<file path="config.mk">
export PLATFORM = sky130hd
export DESIGN_NAME = bmix_g_unit
export DESIGN_NICKNAME = d
export VERILOG_FILES = /design/src/rtl/bmix_pkg.sv /design/src/rtl/bmix_rotr.sv /design/src/rtl/bmix_half.sv /design/src/rtl/bmix_stage.sv /design/src/rtl/bmix_g_unit.sv
export SDC_FILE = /design/constraint.sdc
export NUM_CORES = 2
export LEC_CHECK = 0
export BUFFER_PORTS_ARGS = -buffer_cell sky130_fd_sc_hd__buf_4
export CAP_MARGIN = 20
export CORE_MARGIN = 10
export CORE_UTILIZATION = 58
export DETAILED_ROUTE_END_ITERATION = 10
export PLACE_DENSITY = 0.82
export SYNTH_ARGS = -nofsm -noshare
export SYNTH_HDL_FRONTEND = slang
export SYNTH_HIERARCHICAL = 1
export SYNTH_SLANG_ARGS = --single-unit
</file>
<file path="constraint.sdc">
create_clock -name clk -period 8.21 [get_ports clk]
set_input_delay 0.821 -clock clk [delete_from_list [all_inputs] [get_ports clk]]
set_output_delay 0.821 -clock clk [all_outputs]
set_load 0.005 [all_outputs]
</file>
<file path="src/rtl/bmix_pkg.sv">
// Package bmix_pkg
// Shared word and state types for the quarter-round mixer, plus the
// rotation helpers. Assumes a 64-bit word throughout.
package bmix_pkg;

    localparam int WORD_W  = 64;
    localparam int BYTES_W = WORD_W / 8;

    typedef logic [WORD_W-1:0] word_t;

    typedef struct packed {
        word_t a;
        word_t b;
        word_t c;
        word_t d;
    } quad_t;

    localparam int QUAD_W = $bits(quad_t);

    // Rotate right using a pair of shifts (any amount).
    function automatic word_t rotr_shift(input word_t v, input int amt);
        int s;
        s = amt % WORD_W;
        if (s == 0) return v;
        return (v >> s) | (v << (WORD_W - s));
    endfunction

    // Rotate left using a pair of shifts (any amount).
    function automatic word_t rotl_shift(input word_t v, input int amt);
        int s;
        s = amt % WORD_W;
        if (s == 0) return v;
        return (v << s) | (v >> (WORD_W - s));
    endfunction

    // Rotate right by whole bytes: output byte k takes input byte (k+nb) mod 8.
    function automatic word_t rotr_bytes(input word_t v, input int nb);
        word_t r;
        for (int k = 0; k < BYTES_W; k++) begin
            r[8*k +: 8] = v[8*((k + nb) % BYTES_W) +: 8];
        end
        return r;
    endfunction

endpackage

</file>
<file path="src/rtl/bmix_rotr.sv">
// Module bmix_rotr
// Constant right rotation of one word. When the amount is a whole number
// of bytes it is built as a byte move. Otherwise it is built from two
// shifts. Assumes 0 < AMT < 64.
module bmix_rotr
    import bmix_pkg::*;
#(
    parameter int AMT = 24
) (
    input  word_t x_i,
    output word_t y_o
);

    localparam bit BYTE_ALIGNED = (AMT % 8) == 0;
    localparam int BYTE_AMT     = AMT / 8;

    generate
        if (BYTE_ALIGNED) begin : g_bytes
            // Purpose: byte-lane permutation
            always_comb y_o = rotr_bytes(x_i, BYTE_AMT);
        end else begin : g_shift
            // Purpose: shift pair for amounts off the byte grid
            always_comb y_o = rotr_shift(x_i, AMT);
        end
    endgenerate

endmodule

</file>
<file path="src/rtl/bmix_half.sv">
// Module bmix_half
// One half-step of the mixer: a += b + m; d = rotr(d^a, ROT_D);
// c += d; b = rotr(b^c, ROT_B). Each operation uses the value that the
// operation before it has just produced. The logic is purely
// combinational. The clock and reset are used only by the assertions.
module bmix_half
    import bmix_pkg::*;
#(
    parameter int ROT_D = 32,
    parameter int ROT_B = 24
) (
    input  logic  clk,
    input  logic  rst_n,
    input  quad_t q_i,
    input  word_t m_i,
    output quad_t q_o
);

    word_t a_sum;
    word_t d_mix;
    word_t d_rot;
    word_t c_sum;
    word_t b_mix;
    word_t b_rot;

    // Purpose: add stage for a and XOR into d
    always_comb begin
        a_sum = q_i.a + q_i.b + m_i;
        d_mix = q_i.d ^ a_sum;
    end

    bmix_rotr #(.AMT(ROT_D)) u_rot_d (.x_i(d_mix), .y_o(d_rot));

    // Purpose: add stage for c and XOR into b
    always_comb begin
        c_sum = q_i.c + d_rot;
        b_mix = q_i.b ^ c_sum;
    end

    bmix_rotr #(.AMT(ROT_B)) u_rot_b (.x_i(b_mix), .y_o(b_rot));

    // Purpose: collect the updated words
    always_comb begin
        q_o.a = a_sum;
        q_o.b = b_rot;
        q_o.c = c_sum;
        q_o.d = d_rot;
    end

    // undoing the d rotation and the XOR recovers the incoming d
    a_r2_d_invert: assert property (@(posedge clk) disable iff (!rst_n)
        (rotl_shift(q_o.d, ROT_D) ^ q_o.a) == q_i.d);

    // undoing the b rotation and the XOR recovers the incoming b
    a_r3_b_invert: assert property (@(posedge clk) disable iff (!rst_n)
        (rotl_shift(q_o.b, ROT_B) ^ q_o.c) == q_i.b);

    // new c minus new d gives back the incoming c
    a_r1_c_carry: assert property (@(posedge clk) disable iff (!rst_n)
        (q_o.c - q_o.d) == q_i.c);

endmodule

</file>
<file path="src/rtl/bmix_stage.sv">
// Module bmix_stage
// Pipeline register for a qualifier plus a W-bit payload. The payload is
// captured every cycle, whatever the qualifier. A synchronous active-low
// reset clears both.
module bmix_stage #(
    parameter int W = 256
) (
    input  logic         clk,
    input  logic         rst_n,
    input  logic         v_i,
    input  logic [W-1:0] d_i,
    output logic         v_o,
    output logic [W-1:0] d_o
);

    // Purpose: register the qualifier and the payload
    always_ff @(posedge clk) begin
        if (!rst_n) begin
            v_o <= 1'b0;
            d_o <= '0;
        end else begin
            v_o <= v_i;
            d_o <= d_i;
        end
    end

endmodule

</file>
<file path="src/rtl/bmix_g_unit.sv">
// Module bmix_g_unit
// BLAKE2b quarter-round mixer made of two half-steps: rotations 32/24
// with message x, then 16/63 with message y. LATENCY picks the number of
// register stages: 0 = fully combinational, 1 = output register,
// 2 = one register between the half-steps and one at the output.
// Assumes LATENCY is 0, 1 or 2.
module bmix_g_unit
    import bmix_pkg::*;
#(
    parameter int LATENCY = 2
) (
    input  logic        clk,
    input  logic        rst_n,
    input  logic        valid_in,
    input  logic [63:0] a_in,
    input  logic [63:0] b_in,
    input  logic [63:0] c_in,
    input  logic [63:0] d_in,
    input  logic [63:0] x_in,
    input  logic [63:0] y_in,
    output logic        valid_out,
    output logic [63:0] a_out,
    output logic [63:0] b_out,
    output logic [63:0] c_out,
    output logic [63:0] d_out
);

    localparam int MID_W = QUAD_W + WORD_W;

    quad_t q_in;
    quad_t q_mid;
    quad_t q_h1_in;
    word_t y_h1;
    logic  v_h1;
    quad_t q_h1_out;
    quad_t q_res;

    // Purpose: pack the input words
    always_comb begin
        q_in.a = a_in;
        q_in.b = b_in;
        q_in.c = c_in;
        q_in.d = d_in;
    end

    bmix_half #(.ROT_D(32), .ROT_B(24)) u_half0 (
        .clk  (clk),
        .rst_n(rst_n),
        .q_i  (q_in),
        .m_i  (x_in),
        .q_o  (q_mid)
    );

    generate
        if (LATENCY >= 2) begin : g_mid_reg
            logic [MID_W-1:0] mid_q;
            bmix_stage #(.W(MID_W)) u_mid (
                .clk  (clk),
                .rst_n(rst_n),
                .v_i  (valid_in),
                .d_i  ({q_mid, y_in}),
                .v_o  (v_h1),
                .d_o  (mid_q)
            );
            // Purpose: split the registered payload
            always_comb begin
                q_h1_in = mid_q[MID_W-1 -: QUAD_W];
                y_h1    = mid_q[WORD_W-1:0];
            end
        end else begin : g_mid_wire
            // Purpose: feed the second half-step directly
            always_comb begin
                q_h1_in = q_mid;
                y_h1    = y_in;
                v_h1    = valid_in;
            end
        end
    endgenerate

    bmix_half #(.ROT_D(16), .ROT_B(63)) u_half1 (
        .clk  (clk),
        .rst_n(rst_n),
        .q_i  (q_h1_in),
        .m_i  (y_h1),
        .q_o  (q_h1_out)
    );

    generate
        if (LATENCY >= 1) begin : g_out_reg
            logic [QUAD_W-1:0] out_q;
            bmix_stage #(.W(QUAD_W)) u_out (
                .clk  (clk),
                .rst_n(rst_n),
                .v_i  (v_h1),
                .d_i  (q_h1_out),
                .v_o  (valid_out),
                .d_o  (out_q)
            );
            // Purpose: view the output register as words
            always_comb q_res = out_q;

            // Cycles since reset, saturating; the latency check waits on it
            logic [1:0] since_rst;
            // Purpose: count clock edges taken out of reset
            always_ff @(posedge clk) begin
                if (!rst_n)                since_rst <= 2'd0;
                else if (since_rst != 2'd3) since_rst <= since_rst + 2'd1;
            end

            // reset empties the output
            a_r7_reset_clear: assert property (@(posedge clk)
                !rst_n |=> (!valid_out && a_out == '0 && b_out == '0
                            && c_out == '0 && d_out == '0));

            if (LATENCY == 1) begin : g_chk1
                // one-cycle qualifier delay
                a_r6_valid_lat: assert property (@(posedge clk) disable iff (!rst_n)
                    (since_rst >= 2'd1) |-> (valid_out == $past(valid_in)));
            end else begin : g_chk2
                // two-cycle qualifier delay
                a_r6_valid_lat: assert property (@(posedge clk) disable iff (!rst_n)
                    (since_rst >= 2'd2) |-> (valid_out == $past(valid_in, 2)));
            end
        end else begin : g_out_wire
            // Purpose: combinational output path
            always_comb begin
                q_res     = q_h1_out;
                valid_out = v_h1;
            end
            // zero latency passes the qualifier straight through
            a_r6_valid_lat: assert property (@(posedge clk) disable iff (!rst_n)
                valid_out == valid_in);
        end
    endgenerate

    // Purpose: unpack the result words
    always_comb begin
        a_out = q_res.a;
        b_out = q_res.b;
        c_out = q_res.c;
        d_out = q_res.d;
    end

endmodule

</file>
-- Word-level counts from Yosys, hierarchy flattened
Index checks and enable logic that the tools add are counted.
- output and inout port bits: 257
- flip-flop bits (word level): 578
- logic and storage cells: 15
- add/subtract/negate cells: 6
- bitwise operators: 5
- operator list (operator ; count):
    $add 64x64->64 ; 6
    $xor 64x64->64 ; 4
    $or 1x64->64 ; 1

-- Depth between registers and ports, before layout
- depth after elaboration: 6
- gate-level depth with buffers: 33

-- By module
The synthesis kept the hierarchy.
- by module, submodules not included (module ; area each (µm²) ; times used ; cells an instance):
    bmix_half (u_half1) ; 10119.7 ; 1 ; 1306
    bmix_half (u_half0) ; 9836.9 ; 1 ; 1259
    bmix_stage (g_mid_reg.u_mid) ; 8615.8 ; 1 ; 677
    bmix_stage (g_out_reg.u_out) ; 6895.4 ; 1 ; 542
    bmix_rotr ; 480.5 ; 4 ; 64

-- Worst setup path after synthesis
OpenSTA, ideal clock, no wires.
- path kind: input to register
- start: input port b_in[1]
- end: register g_mid_reg.u_mid.d_o[225]
- slack: 1557 ps
- data required time: 8095 ps
- data arrival time: 6538 ps
- cell stages on the path: 33
- path through: inv_1 > fa_1 > inv_1 > ha_1 > inv_1 > fa_1 > nor2b_4 > o2111ai_1 > nand2_2 > a31oi_4 > o31ai_4 > a41oi_4 > o31ai_4 > a21o_4 > a31o_4 > a311oi_4 > xnor3_1 > buf_4 > ha_1 > buf_2 > nand2_1 > o21ai_0 > a21o_1 > a211oi_1 > o311ai_1 > o21ba_2 > o31ai_2 > a21oi_2 > o21a_1 > o31ai_4 > xnor2_1 > buf_4 > and2_1
- cells in the longest elaborated chain, start to end: 5
- RTL lines (what ; RTL line ; RTL):
    start: declaration ; bmix_g_unit.sv:16 ; input logic [63:0] b_in,
    $add 64x64->64 (2 in a row) ; bmix_half.sv:28 ; a_sum = q_i.a + q_i.b + m_i;
    $xor 64x64->64 ; bmix_half.sv:29 ; d_mix = q_i.d ^ a_sum;
    named net u_half0.d_mix[59] ; bmix_half.sv:20 ; word_t d_mix;
    $add 64x64->64 ; bmix_half.sv:36 ; c_sum = q_i.c + d_rot;
    $xor 64x64->64 ; bmix_half.sv:37 ; b_mix = q_i.b ^ c_sum;
    named net u_half0.b_mix[57] ; bmix_half.sv:23 ; word_t b_mix;
    end signal: assignment ; bmix_stage.sv:23 ; d_o <= d_i;
    end: declaration ; bmix_stage.sv:13 ; output logic [W-1:0] d_o
The timed path passes the listed nets, and every way through them passes these cells.
A chain may end at the register's enable or synchronous reset.

==> impl_metrics.xml <==
<?xml version="1.0" encoding="UTF-8"?>
<metrics>
  <group name="run_status">
    <metric name="status" unit="">complete, no violations</metric>
  </group>
  <group name="cts">
    <metric name="post_cts_buffers" unit="">0</metric>
    <metric name="htree_levels" unit="">2</metric>
    <metric name="tritoncts_num_sinks" unit="">578</metric>
    <metric name="clock_tree_root" unit="">clkbuf_16</metric>
    <metric name="cts_tree" unit="">done</metric>
    <metric name="post_cts.resized_instances" unit="">0</metric>
    <metric name="numCtsBuffers" unit="">59</metric>
    <metric name="clock_path_buffers" unit="">3</metric>
    <metric name="ctsHoldBuffers" unit="">0</metric>
    <metric name="clk-insertion-delay-late" unit="ns">0.67</metric>
    <metric name="cts.reportedPaths.clkPinSlew" unit="ns">0.07</metric>
  </group>
  <group name="route">
    <metric name="dr.first_iter.drc_count" unit="">4330</metric>
    <metric name="vias_per_cell" unit="">6.15</metric>
    <metric name="count_of_unresolved_drc_violations_after_routing" unit="">0</metric>
    <metric name="drt_pre_antenna_iters" unit="">8</metric>
    <metric name="vias" unit="">32400</metric>
    <metric name="routed_wl" unit="um">161000</metric>
    <metric name="drtAntennaViolNets" unit="">0</metric>
    <metric name="drt-wirelength-per-cell" unit="um">30.5</metric>
  </group>
  <group name="setup_path">
    <metric name="reg2reg_setup_slack" unit="ns">0.74</metric>
    <metric name="critical-path-slowest-cell" unit="">a21oi_1</metric>
    <metric name="timing_worst_setup_path_type" unit="">reg2reg</metric>
    <metric name="r2r.worst_path.cells" unit="">28</metric>
    <metric name="worstPathArrival" unit="ns">8.01</metric>
    <metric name="worstSetupStartpointType" unit="">flop</metric>
    <metric name="required_time_of_the_critical_path" unit="ns">8.74</metric>
    <metric name="maximum_fanout_along_the_worst_path" unit="">7</metric>
    <metric name="crit_path_max_incr_delay" unit="ns">0.55</metric>
    <metric name="endpoint_kind" unit="">flop</metric>
    <metric name="crit-reg2reg-capture" unit="">g_out_reg.u_out/d_o[126]</metric>
    <metric name="startpoint" unit="">g_mid_reg.u_mid/d_o[193]</metric>
    <metric name="crit-reg2reg-launch" unit="">g_mid_reg.u_mid/d_o[193]</metric>
  </group>
  <group name="floorplan">
    <metric name="initial_core_util" unit="%">58.3</metric>
    <metric name="core" unit="um2">64100</metric>
    <metric name="top_level_ports" unit="">644</metric>
    <metric name="dieWidth" unit="um">274</metric>
    <metric name="fp.dieArea" unit="um2">75000</metric>
    <metric name="std_cell_rows" unit="">93</metric>
    <metric name="floorplan.die.height" unit="um">274</metric>
  </group>
  <group name="run">
    <metric name="maxCapViolCount" unit="">0</metric>
  </group>
  <group name="placed_design">
    <metric name="dpl.cell_count" unit="">5139</metric>
    <metric name="total_half_perimeter_wirelength_after_legalization_and_detailed_placement" unit="um">138000</metric>
    <metric name="routabilityCongestion" unit="">1.09</metric>
    <metric name="placement.cell_area" unit="um2">40800</metric>
    <metric name="port_buffers" unit="">643</metric>
  </group>
  <group name="grt">
    <metric name="grt_pass1_wl" unit="um">222000</metric>
    <metric name="grt_usage" unit="%">41.1</metric>
    <metric name="overflow" unit="">0</metric>
    <metric name="largest_net_degree_at_the_start_of_global_routing" unit="">273</metric>
    <metric name="grt_antenna_before_repair" unit="">27</metric>
    <metric name="via_count_of_the_first_global_routing_pass" unit="">31600</metric>
  </group>
  <group name="finish">
    <metric name="share_of_cells_above_drive_strength_1" unit="%">19.5</metric>
    <metric name="fin_util" unit="%">67.0</metric>
    <metric name="area_of_combinational_cells_with_multiple_inputs" unit="um2">22900</metric>
    <metric name="final.fill_count" unit="">5068</metric>
    <metric name="finalInstanceArea" unit="um2">43000</metric>
    <metric name="area_delta_synth_final" unit="%">14.9</metric>
    <metric name="layout.cells.non_filler" unit="">5264</metric>
    <metric name="final-seq-area" unit="um2">11600</metric>
    <metric name="finalNetCount" unit="">5113</metric>
  </group>
  <group name="worst_hold_path">
    <metric name="hold_path_class" unit="">in2reg</metric>
    <metric name="worst_hold_startpoint" unit="">y_in[25]</metric>
    <metric name="hold_depth" unit="">2</metric>
    <metric name="hold-path-endpoint" unit="">g_mid_reg.u_mid/d_o[25]</metric>
  </group>
  <group name="synth">
    <metric name="yosys_most_used_dff" unit="">dfxtp_1</metric>
    <metric name="asyncSetResetFlopFracSynth" unit="%">0</metric>
    <metric name="synthesis.yosys.warnings" unit="">6</metric>
    <metric name="synthesis.nets" unit="">4807</metric>
    <metric name="synth_cell_types" unit="">108</metric>
    <metric name="count_of_flip_flops_with_a_built_in_enable_after_synthesis" unit="">0</metric>
    <metric name="syn_avg_cell_area" unit="um2">9.25</metric>
    <metric name="synth-seq-cells" unit="">578</metric>
    <metric name="cell_area_after_technology_mapping" unit="um2">37400</metric>
    <metric name="seq_area_frac_synth" unit="%">30.9</metric>
    <metric name="netlist_instances" unit="">4040</metric>
  </group>
  <group name="timing">
    <metric name="fin_tns_setup" unit="ns">0</metric>
    <metric name="worst-slew-pin-transition" unit="ns">1.17</metric>
    <metric name="grt_setup_unrepaired" unit="">no</metric>
    <metric name="fmax" unit="MHz">134</metric>
    <metric name="skew" unit="ns">0.0374</metric>
    <metric name="fin_crit" unit="ns">7.47</metric>
    <metric name="final_min_period_over_clock_period" unit="%">91.0</metric>
    <metric name="setup_violations" unit="">0</metric>
    <metric name="timing.final.max_slew_violations" unit="">0</metric>
    <metric name="relative_max_transition_margin" unit="%">21.5</metric>
    <metric name="final-hold-violation-count" unit="">0</metric>
  </group>
</metrics>
## synth_stat cells (10+ instances only)
cell	number	area, um2
xor2_1	341	2990
nor2_1	147	552
a211oi_1	19	143
nand2b_1	21	131
o21ai_1	14	70.1
o211ai_1	16	120
a31oi_1	20	125
nor2b_1	27	169
nor4_1	10	62.6
o21a_1	20	150
a21oi_1	308	1540
fa_1	130	2600
nand2_1	197	739
inv_1	79	297
buf_2	26	130
and2_1	592	3700
and3_1	14	87.6
ha_1	250	3130
o31ai_1	13	97.6
xnor2_1	161	1410
nor3_1	29	145
clkbuf_1	72	270
buf_4	256	1920
a21o_1	119	893
clkbuf_2	55	275
nand4_1	78	488
nand3_1	50	250
o21ai_0	153	766
o21bai_1	46	345
dfxtp_1	578	11600
## metrics by stage
stage / hold slack (ns) / setup WS, ns
2_1_floorplan: 0.412 / 1.56
3_3_place_gp: 0.414 / 0.469
3_5_place_dp: 0.450 / 0.386
4_1_cts: 0.353 / 1.03
5_1_grt: 0.364 / 0.609
6_report: 0.362 / 0.736
## flip-flops by register name (all words and copies together), names as in the netlist
signal / cells
g_mid_reg.u_mid/d_o: 320
g_out_reg.u_out/d_o: 256
g_mid_reg.u_mid/v_o: 1
g_out_reg.u_out/v_o: 1
## layer usage
layer	routed length, um	share of wire, %	vias up	GRT usage (%)
met2	70400	44	2214	63.5
li1	-	-	14100	-
met1	61200	38	15600	51.7
met3	18400	11	434	10.5
met4	10600	6.6	12	23.0
met5	105	0.065	-	0
## worst max-delay path by stage
stage / to / slack, ns / cells past startpoint
after global placement: g_mid_reg.u_mid/d_o[225] / 0.47 / 30
after CTS: g_out_reg.u_out/d_o[189] / 1.03 / 29
final: g_out_reg.u_out/d_o[126] / 0.74 / 28
after floorplan: g_mid_reg.u_mid/d_o[225] / 1.56 / 33
after global routing: g_out_reg.u_out/d_o[128] / 0.61 / 28
after detailed placement: g_mid_reg.u_mid/d_o[225] / 0.39 / 30
## cell usage in the layout (no fill, tap or decap), drive strengths merged, types with 6 or more instances in the layout
| cell | instances |
|---|---|
| buf | 662 |
| and2 | 593 |
| dfxtp | 578 |
| xor2 | 342 |
| a21oi | 316 |
| ha | 250 |
| nand2 | 199 |
| o21ai | 174 |
| xnor2 | 164 |
| nor2 | 147 |
| fa | 130 |
| a21o | 123 |
| inv | 82 |
| clkbuf | 79 |
| nand4 | 78 |
| nand3 | 50 |
| o21bai | 49 |
| nor3 | 31 |
| nor2b | 28 |
| a31oi | 27 |
| a211oi | 23 |
| o31ai | 23 |
| nand2b | 21 |
| o21a | 20 |
| o211ai | 16 |
| and3 | 15 |
| diode | 14 |
| clkinv | 14 |
| nor4 | 13 |
| a21boi | 13 |
| bufinv | 9 |
| or3 | 9 |
| o41ai | 9 |
| a221oi | 7 |
| and4 | 6 |
| a31o | 6 |
| a41oi | 6 |
## cell type report
cell class | count | area share, %
repair buffers | 662 | 11.6
flip-flops and latches | 578 | 26.9
well taps | 855 | 2.49
inverters | 79 | 0.690
clock buffers | 79 | 3.87
diodes | 14 | 0.0816
clock inverters | 31 | 1.11
multi-input cells | 2966 | 53.2
## critical path: cells and delay by family, from the launching register on
family                     cells  cell delay, ns
AOI/OAI and AO/OA             15            3.98
adders and majority gates      4            1.56
xor gates and xnor gates       3            0.72
and+or+nand+nor                3            0.49
DFF                            1            0.35
buffers and inverters          3            0.22
## logic make-up after synthesis
| group | share of synthesized area, % |
|---|---|
| AOI/OAI and AO/OA | 15.6 |
| xor gates and xnor gates | 12.3 |
| adders and majority gates | 15.3 |
| buffers and inverters | 7.93 |
| DFF | 30.9 |
| muxes | 0.0301 |
| and+or+nand+nor | 17.9 |
Power is not shown: default switching activity piles up to over one toggle a cycle in this logic, so the estimate is an artifact.
